### config.mk
export PLATFORM = sky130hd
export DESIGN_NAME = i2s_quad_tx
export DESIGN_NICKNAME = d
export VERILOG_FILES = /design/src/rtl/i2s_quad_pkg.sv /design/src/rtl/i2s_quad_timing.sv /design/src/rtl/i2s_quad_lane.sv /design/src/rtl/i2s_quad_tx.sv
export SDC_FILE = /design/constraint.sdc
export NUM_CORES = 1
export LEC_CHECK = 0
export CORE_ASPECT_RATIO = 0.7
export CORE_MARGIN = 2
export CORE_UTILIZATION = 50
export CTS_CLUSTER_DIAMETER = 150
export DETAILED_ROUTE_END_ITERATION = 8
export PLACE_DENSITY = 0.73
export SYNTH_ARGS = -nofsm -noshare
export SYNTH_HDL_FRONTEND = slang
export SYNTH_SLANG_ARGS = --single-unit
### constraint.sdc
create_clock -name clk_mclk_i -period 1.8 [get_ports clk_mclk_i]
set_input_delay 0.18 -clock clk_mclk_i [delete_from_list [all_inputs] [get_ports clk_mclk_i]]
set_output_delay 0.18 -clock clk_mclk_i [all_outputs]
set_load 0.005 [all_outputs]
### src/rtl/i2s_quad_pkg.sv
`timescale 1ns/1ps
package i2s_quad_pkg;

    // Converter speed-range code driven on the rate outputs
    typedef enum logic [1:0] {
        RATE_SINGLE = 2'b00,
        RATE_DOUBLE = 2'b01,
        RATE_QUAD   = 2'b10
    } rate_e;

    // Derived audio clocks, all registered from the frame counters
    typedef struct packed {
        logic bit_clk;
        logic word_clk;
        logic fb_clk;
    } clk_bundle_t;

    // Per-cycle strobes from the frame timer to the lanes
    typedef struct packed {
        logic shift;
        logic load;
        logic req;
    } frame_ctl_t;

    function automatic rate_e rate_from_mult(input int mult);
        case (mult)
            4:       return RATE_QUAD;
            2:       return RATE_DOUBLE;
            default: return RATE_SINGLE;
        endcase
    endfunction

endpackage

### src/rtl/i2s_quad_timing.sv
`timescale 1ns/1ps
module i2s_quad_timing
    import i2s_quad_pkg::*;
#(
    parameter int MCLK_PER_BIT = 4,
    parameter int SLOT_W       = 32
) (
    input  logic        clk,
    input  logic        rst,
    output clk_bundle_t clks_o,
    output frame_ctl_t  ctl_o
);
    localparam int BITS = 2 * SLOT_W;
    localparam int PH_W = $clog2(MCLK_PER_BIT);
    localparam int BI_W = $clog2(BITS);
    localparam logic [PH_W-1:0] PH_LAST = PH_W'(MCLK_PER_BIT - 1);
    localparam logic [PH_W-1:0] PH_HALF = PH_W'(MCLK_PER_BIT / 2);
    localparam logic [BI_W-1:0] BI_LAST = BI_W'(BITS - 1);
    localparam logic [BI_W-1:0] BI_SLOT = BI_W'(SLOT_W);

    logic [PH_W-1:0] phase, ph_nxt;
    logic [BI_W-1:0] bit_idx, bi_nxt;
    logic            ph_last, bi_last;
    clk_bundle_t     clks_q;
    logic            req_q;

    always_comb begin
        ph_last = (phase == PH_LAST);
        bi_last = (bit_idx == BI_LAST);
        ph_nxt  = ph_last ? '0 : phase + 1'b1;
        if (ph_last)
            bi_nxt = bi_last ? '0 : bit_idx + 1'b1;
        else
            bi_nxt = bit_idx;
    end

    // Clocks are registered from the next counter state so they
    // switch on the same master edge as the counters.
    always_ff @(posedge clk) begin
        if (rst) begin
            phase   <= '0;
            bit_idx <= '0;
            clks_q  <= '0;
            req_q   <= 1'b0;
        end else begin
            phase           <= ph_nxt;
            bit_idx         <= bi_nxt;
            clks_q.bit_clk  <= (ph_nxt >= PH_HALF);
            clks_q.word_clk <= (bi_nxt >= BI_SLOT);
            clks_q.fb_clk   <= (bi_nxt >= BI_SLOT);
            req_q           <= ph_last && bi_last;
        end
    end

    assign clks_o    = clks_q;
    assign ctl_o.shift = ph_last;
    assign ctl_o.load  = ph_last && (bit_idx == '0);
    assign ctl_o.req   = req_q;

endmodule

### src/rtl/i2s_quad_lane.sv
`timescale 1ns/1ps
module i2s_quad_lane #(
    parameter int SAMPLE_W = 24,
    parameter int SLOT_W   = 32
) (
    input  logic                clk,
    input  logic                rst,
    input  logic                shift,
    input  logic                load,
    input  logic [SAMPLE_W-1:0] left,
    input  logic [SAMPLE_W-1:0] right,
    output logic                sd
);
    localparam int FRAME_W = 2 * SLOT_W;
    localparam int PAD_W   = SLOT_W - SAMPLE_W;

    logic [FRAME_W-1:0] image;
    logic [FRAME_W-1:0] shreg;
    logic               sd_q;

    assign image = {left, {PAD_W{1'b0}}, right, {PAD_W{1'b0}}};

    always_ff @(posedge clk) begin
        if (rst) begin
            shreg <= '0;
            sd_q  <= 1'b0;
        end else if (load) begin
            sd_q  <= image[FRAME_W-1];
            shreg <= {image[FRAME_W-2:0], 1'b0};
        end else if (shift) begin
            sd_q  <= shreg[FRAME_W-1];
            shreg <= {shreg[FRAME_W-2:0], 1'b0};
        end
    end

    assign sd = sd_q;

endmodule

### src/rtl/i2s_quad_tx.sv
`timescale 1ns/1ps
module i2s_quad_tx
    import i2s_quad_pkg::*;
#(
    parameter int LANES        = 4,
    parameter int SAMPLE_W     = 24,
    parameter int SLOT_W       = 32,
    parameter int MCLK_PER_BIT = 4,
    parameter int RATE_MULT    = 2
) (
    input  logic                      clk_mclk_i,
    input  logic                      rst_i,
    input  logic [LANES*SAMPLE_W-1:0] left_i,
    input  logic [LANES*SAMPLE_W-1:0] right_i,
    output logic                      sysclk_o,
    output logic                      bclk_o,
    output logic                      wclk_o,
    output logic                      fbclk_o,
    output logic [LANES-1:0]          sd_o,
    output logic [1:0]                rate_o,
    output logic                      frame_req_o
);
    localparam rate_e RATE_CFG = rate_from_mult(RATE_MULT);

    clk_bundle_t clks;
    frame_ctl_t  ctl;

    assign sysclk_o = clk_mclk_i;

    i2s_quad_timing #(
        .MCLK_PER_BIT(MCLK_PER_BIT),
        .SLOT_W      (SLOT_W)
    ) u_timing (
        .clk   (clk_mclk_i),
        .rst   (rst_i),
        .clks_o(clks),
        .ctl_o (ctl)
    );

    for (genvar k = 0; k < LANES; k++) begin : g_lane
        i2s_quad_lane #(
            .SAMPLE_W(SAMPLE_W),
            .SLOT_W  (SLOT_W)
        ) u_lane (
            .clk  (clk_mclk_i),
            .rst  (rst_i),
            .shift(ctl.shift),
            .load (ctl.load),
            .left (left_i[k*SAMPLE_W +: SAMPLE_W]),
            .right(right_i[k*SAMPLE_W +: SAMPLE_W]),
            .sd   (sd_o[k])
        );
    end

    assign bclk_o      = clks.bit_clk;
    assign wclk_o      = clks.word_clk;
    assign fbclk_o     = clks.fb_clk;
    assign frame_req_o = ctl.req;
    assign rate_o      = RATE_CFG;

endmodule

==> flow_results.xml <==
<?xml version="1.0" encoding="UTF-8"?>
<metrics>
  <group name="grt">
    <metric name="grt_pass1_wl" unit="um">45100</metric>
    <metric name="grt_overflow_total" unit="">0</metric>
    <metric name="grt_start_max_net_pins" unit="">102</metric>
    <metric name="globalRouteTotalUtil" unit="">0.236</metric>
    <metric name="first_global_vias" unit="">9057</metric>
    <metric name="antenna_found_initial" unit="">0</metric>
  </group>
  <group name="critical_path">
    <metric name="rr_startpoint" unit="">u_timing.bit_idx[0]$_SDFF_PP0_</metric>
    <metric name="timing.critical_path.cells" unit="">inv_2 &gt; ha_4 &gt; buf_4 &gt; or4b_4 &gt; buf_4 &gt; o21ai_0 &gt; a311oi_1</metric>
    <metric name="crit_path_arrival_time" unit="ps">2330</metric>
    <metric name="critical-path-max-stage-delay" unit="ps">540</metric>
    <metric name="worst-path-buf-inv" unit="">3</metric>
    <metric name="worst-endpoint-required" unit="ps">2280</metric>
    <metric name="setup.reg_to_reg.worst_slack" unit="ps">-50</metric>
    <metric name="critPathLaunchType" unit="">flop</metric>
    <metric name="worstPathMaxFanout" unit="">6</metric>
    <metric name="critical_path.endpoint_type" unit="">flop</metric>
    <metric name="critPathMostFrequentCell" unit="">sky130_fd_sc_hd__buf_4</metric>
    <metric name="criticalPathCategory" unit="">reg -&gt; reg</metric>
    <metric name="cell_type_group_with_the_largest_total_delay_on_the_critical_path" unit="">simple AND/OR/NAND/NOR gates</metric>
    <metric name="critical-path-slowest-cell" unit="">sky130_fd_sc_hd__or4b_4</metric>
    <metric name="timing.rr.end" unit="">g_lane[3].u_lane.shreg[55]$_SDFFE_PP0P_</metric>
    <metric name="r2r_cells" unit="">7</metric>
  </group>
  <group name="timing">
    <metric name="fin_skew" unit="ps">11.9</metric>
    <metric name="unrepaired_setup_endpoints_after_global_routing" unit="">true</metric>
    <metric name="setup_slack" unit="ps">-49.5</metric>
    <metric name="fin_crit_sh" unit="">1.03</metric>
    <metric name="max_clock_freq" unit="MHz">541</metric>
    <metric name="period_needed" unit="ps">1850</metric>
    <metric name="slew_headroom" unit="">0.652</metric>
    <metric name="tightestPinTransition" unit="ps">521</metric>
    <metric name="timing.final.setup_violations" unit="">16</metric>
    <metric name="hold_viol" unit="">0</metric>
    <metric name="timing_max_transition_violations_final" unit="">0</metric>
  </group>
  <group name="floorplan">
    <metric name="floorplan.initialDensity" unit="">0.511</metric>
    <metric name="floorplan.die.height" unit="um">126</metric>
    <metric name="core_area" unit="sq um">20800</metric>
    <metric name="die_area" unit="sq um">22500</metric>
    <metric name="num_io_pins" unit="">205</metric>
    <metric name="rows" unit="">44</metric>
    <metric name="fp.dieW" unit="um">178</metric>
  </group>
  <group name="place">
    <metric name="dpl-instance-area" unit="sq um">12900</metric>
    <metric name="numPortBuffers" unit="">202</metric>
    <metric name="dp.final_hpwl" unit="um">16600</metric>
    <metric name="globalplace.congestion" unit="">0.762</metric>
  </group>
  <group name="logic_synthesis">
    <metric name="synth_sequential_area_ratio" unit="">0.441</metric>
    <metric name="synth_area_per_cell" unit="sq um">8.13</metric>
    <metric name="simple_gate_area_share_of_the_yosys_netlist" unit="">0.190</metric>
    <metric name="synth_edf_count" unit="">0</metric>
    <metric name="ys_seq_elements" unit="">234</metric>
    <metric name="syn_nets" unit="">1505</metric>
    <metric name="post_synth_inst_count" unit="">1308</metric>
    <metric name="synthDistinctLibCells" unit="">29</metric>
    <metric name="synth_area" unit="sq um">10600</metric>
    <metric name="synthXorXnorAreaFrac" unit="">0.00165</metric>
    <metric name="ys_dominant_reg_cell" unit="">sky130_fd_sc_hd__dfxtp_1</metric>
    <metric name="synth_compound_gate_area_share" unit="">0.287</metric>
    <metric name="yosysWarnings" unit="">0</metric>
    <metric name="yosys-mux-area-fraction" unit="">0.000942</metric>
    <metric name="main_combinational_cell_family_by_area_after_synthesis" unit="">compound AO/OA/AOI/OAI gates</metric>
    <metric name="synthArstFlopShare" unit="">0</metric>
    <metric name="synthAdderAreaFrac" unit="">0.00353</metric>
  </group>
  <group name="run_status">
    <metric name="violated_checks" unit="">setup timing</metric>
    <metric name="run_status" unit="">finished, violations left</metric>
  </group>
  <group name="power_and_ir_drop">
    <metric name="power_density" unit="nW/um^2">934</metric>
    <metric name="comb_power_share" unit="">0.205</metric>
    <metric name="power.ir.vdd_worst" unit="mV">0.614</metric>
    <metric name="netSwitchingFraction" unit="">0.262</metric>
    <metric name="power_switching" unit="mW">3.59</metric>
    <metric name="intPower" unit="mW">10.1</metric>
    <metric name="total_power" unit="mW">13.7</metric>
    <metric name="clkPwrFrac" unit="">0.382</metric>
    <metric name="cellLeakagePower" unit="nW">4.83</metric>
    <metric name="p_seq_frac" unit="">0.413</metric>
  </group>
  <group name="drt">
    <metric name="via_per_inst" unit="">6.11</metric>
    <metric name="drt-initial-drc-count" unit="">1007</metric>
    <metric name="drt.antenna.violating_nets" unit="">0</metric>
    <metric name="routed-via-count" unit="">10500</metric>
    <metric name="route.final.wire_length" unit="um">29800</metric>
    <metric name="post_detailed_route_drc_marker_count" unit="">0</metric>
    <metric name="post_drt_wl_per_cell" unit="um">17.3</metric>
    <metric name="drt_pass_1_iters" unit="">5</metric>
  </group>
  <group name="final_layout">
    <metric name="final_layout_size_suffix_gt1_frac" unit="">0.127</metric>
    <metric name="area_delta_synth_final" unit="%">37.9</metric>
    <metric name="diodes" unit="">0</metric>
    <metric name="stdcell_area" unit="sq um">14700</metric>
    <metric name="layout.filler_cells" unit="">1595</metric>
    <metric name="multiInputGateArea" unit="sq um">5590</metric>
    <metric name="finish.net_count" unit="">1629</metric>
    <metric name="ff_latch_area" unit="sq um">4690</metric>
  </group>
  <group name="worst_hold_path">
    <metric name="timing.hold.worst_endpoint" unit="">g_lane[1].u_lane.shreg[9]$_SDFFE_PP0P_</metric>
    <metric name="timing.hold.worst.class" unit="">in -&gt; reg</metric>
    <metric name="worst_hold_startpoint" unit="">right_i[24]</metric>
    <metric name="hold-path-cell-count" unit="">3</metric>
  </group>
  <group name="clock_tree">
    <metric name="worstSkewPairLatency" unit="ps">610</metric>
    <metric name="clock_tree_from_tritoncts" unit="">built</metric>
    <metric name="clk_pin_slew" unit="ps">60</metric>
  </group>
  <group name="job">
    <metric name="max_cap_viol_count" unit="">0</metric>
  </group>
</metrics>
## synthesized netlist by cell type, types with 2 or more instances
cell type                    n  share of area
sky130_fd_sc_hd__a21oi_1    38          0.018
sky130_fd_sc_hd__a311oi_1  188           0.15
sky130_fd_sc_hd__a31oi_1     2         0.0012
sky130_fd_sc_hd__buf_1       4         0.0014
sky130_fd_sc_hd__buf_2      35          0.016
sky130_fd_sc_hd__buf_4      16          0.011
sky130_fd_sc_hd__buf_6       3         0.0032
sky130_fd_sc_hd__clkbuf_1  114          0.040
sky130_fd_sc_hd__clkbuf_2    5         0.0024
sky130_fd_sc_hd__conb_1      2        0.00071
sky130_fd_sc_hd__dfxtp_1   234           0.44
sky130_fd_sc_hd__ha_1        3         0.0035
sky130_fd_sc_hd__inv_1       3         0.0011
sky130_fd_sc_hd__nand2_1     4         0.0014
sky130_fd_sc_hd__nand2b_1   38          0.022
sky130_fd_sc_hd__nand3_1   191          0.090
sky130_fd_sc_hd__nand4_1     6         0.0035
sky130_fd_sc_hd__nor2_1    191          0.067
sky130_fd_sc_hd__o211ai_1   34          0.024
sky130_fd_sc_hd__o21ai_0   144          0.068
sky130_fd_sc_hd__o21ai_1    44          0.021
sky130_fd_sc_hd__xor2_1      2         0.0016
## placed cells by master (no fill, tap or decap), types with 5 or more instances in the layout
master / n
sky130_fd_sc_hd__nand2b_1: 38
sky130_fd_sc_hd__nand4_1: 6
sky130_fd_sc_hd__dfxtp_1: 231
sky130_fd_sc_hd__nand3_1: 182
sky130_fd_sc_hd__buf_6: 9
sky130_fd_sc_hd__clkdlybuf4s50_1: 201
sky130_fd_sc_hd__clkbuf_16: 35
sky130_fd_sc_hd__nor2_1: 191
sky130_fd_sc_hd__o21ai_0: 92
sky130_fd_sc_hd__a21oi_1: 38
sky130_fd_sc_hd__a311oi_1: 137
sky130_fd_sc_hd__o21ai_2: 5
sky130_fd_sc_hd__clkbuf_8: 6
sky130_fd_sc_hd__buf_4: 16
sky130_fd_sc_hd__o21ai_1: 91
sky130_fd_sc_hd__o211ai_1: 34
sky130_fd_sc_hd__nand3_2: 6
sky130_fd_sc_hd__a311oi_2: 51
sky130_fd_sc_hd__buf_12: 31
## state kept, by name, summed over array words and instances, names as in the netlist
register,count
u_timing.phase,1
u_timing.bit_idx,6
u_timing.clks_o,2
g_lane.u_lane.sd,4
g_lane.u_lane.shreg,220
u_timing.req_q,1
## cell type report
type,instances,share of cell area
clock buffer,37,0.0517
tap,276,0.0236
sequential,234,0.320
inverter,3,0.00111
clock inverter,6,0.00546
multi-input combinational,895,0.381
timing repair buffer,271,0.217
## through the flow
stage	std cells	hold WS, ps	TNS [ps]	util	setup slack [ps]
final	1722	147	-285	0.704	-49.5
after global routing	1722	154	-8560	0.704	-139
after CTS	1708	134	-66.1	0.671	-22.9
after detailed placement	1658	457	-2440	0.622	-96.6
after global placement	1658	455	0	0.622	22.2
after floorplan	1308	261	0	-	122
## what timing repair did
item,in CTS,in global routing
buffers inserted,5,3
hold endpoints to repair,13,0
pin swaps,37,112
setup endpoints to repair,121,199
gates resized for setup,16,126
hold buffers,1,0
cloned,2,11
## worst max-delay path by stage
stage / cells past startpoint / endpoint / startpoint / slack [ps]
after detailed placement: 8 / g_lane[1].u_lane.shreg[14]$_SDFFE_PP0P_ / u_timing.bit_idx[0]$_SDFF_PP0_ / -100
after global routing: 10 / g_lane[1].u_lane.shreg[31]$_SDFFE_PP0P_ / u_timing.bit_idx[0]$_SDFF_PP0_ / -140
after global placement: 8 / g_lane[1].u_lane.shreg[21]$_SDFFE_PP0P_ / u_timing.bit_idx[0]$_SDFF_PP0_ / 20
after CTS: 6 / g_lane[0].u_lane.shreg[50]$_SDFFE_PP0P_ / u_timing.bit_idx[1]$_SDFF_PP0_ / -20
final: 7 / g_lane[3].u_lane.shreg[55]$_SDFFE_PP0P_ / u_timing.bit_idx[0]$_SDFF_PP0_ / -50
after floorplan: 7 / g_lane[1].u_lane.shreg[49]$_SDFFE_PP0P_ / u_timing.bit_idx[0]$_SDFF_PP0_ / 120
## kinds of logic after synthesis
| family | Yosys count |
|---|---|
| adders and majority gates | 3 |
| and+or+nand+nor | 436 |
| other | 2 |
| muxes | 1 |
| xor gates and xnor gates | 2 |
| DFF | 234 |
| buffers and inverters | 180 |
| AOI/OAI and AO/OA | 450 |
## tightest hold or removal path: cells and delay by family
kind,cells,cell delay (ps)
AOI/OAI and AO/OA,1,50
buffers and inverters,1,400
and+or+nand+nor,1,80
## layer usage
metal	global-route usage	routed length, um	vias up
li1	-	-	5140
met1	0.369	14400	4974
met2	0.336	12800	352
met3	0.0396	2030	47
met4	0.0536	560	0
met5	0	0	-
## power by group through the flow
stage / clock (mW) / sequential (mW) / combinational (mW)
after floorplan: 0.0360 / 5.71 / 1.34
after global placement: 0.0468 / 5.75 / 2.22
after detailed placement: 0.0468 / 5.75 / 2.25
after CTS: 5.32 / 5.64 / 2.38
after global routing: 5.55 / 5.68 / 3.03
final: 5.24 / 5.65 / 2.81
Note: power is estimated with default switching activity, not from simulation.
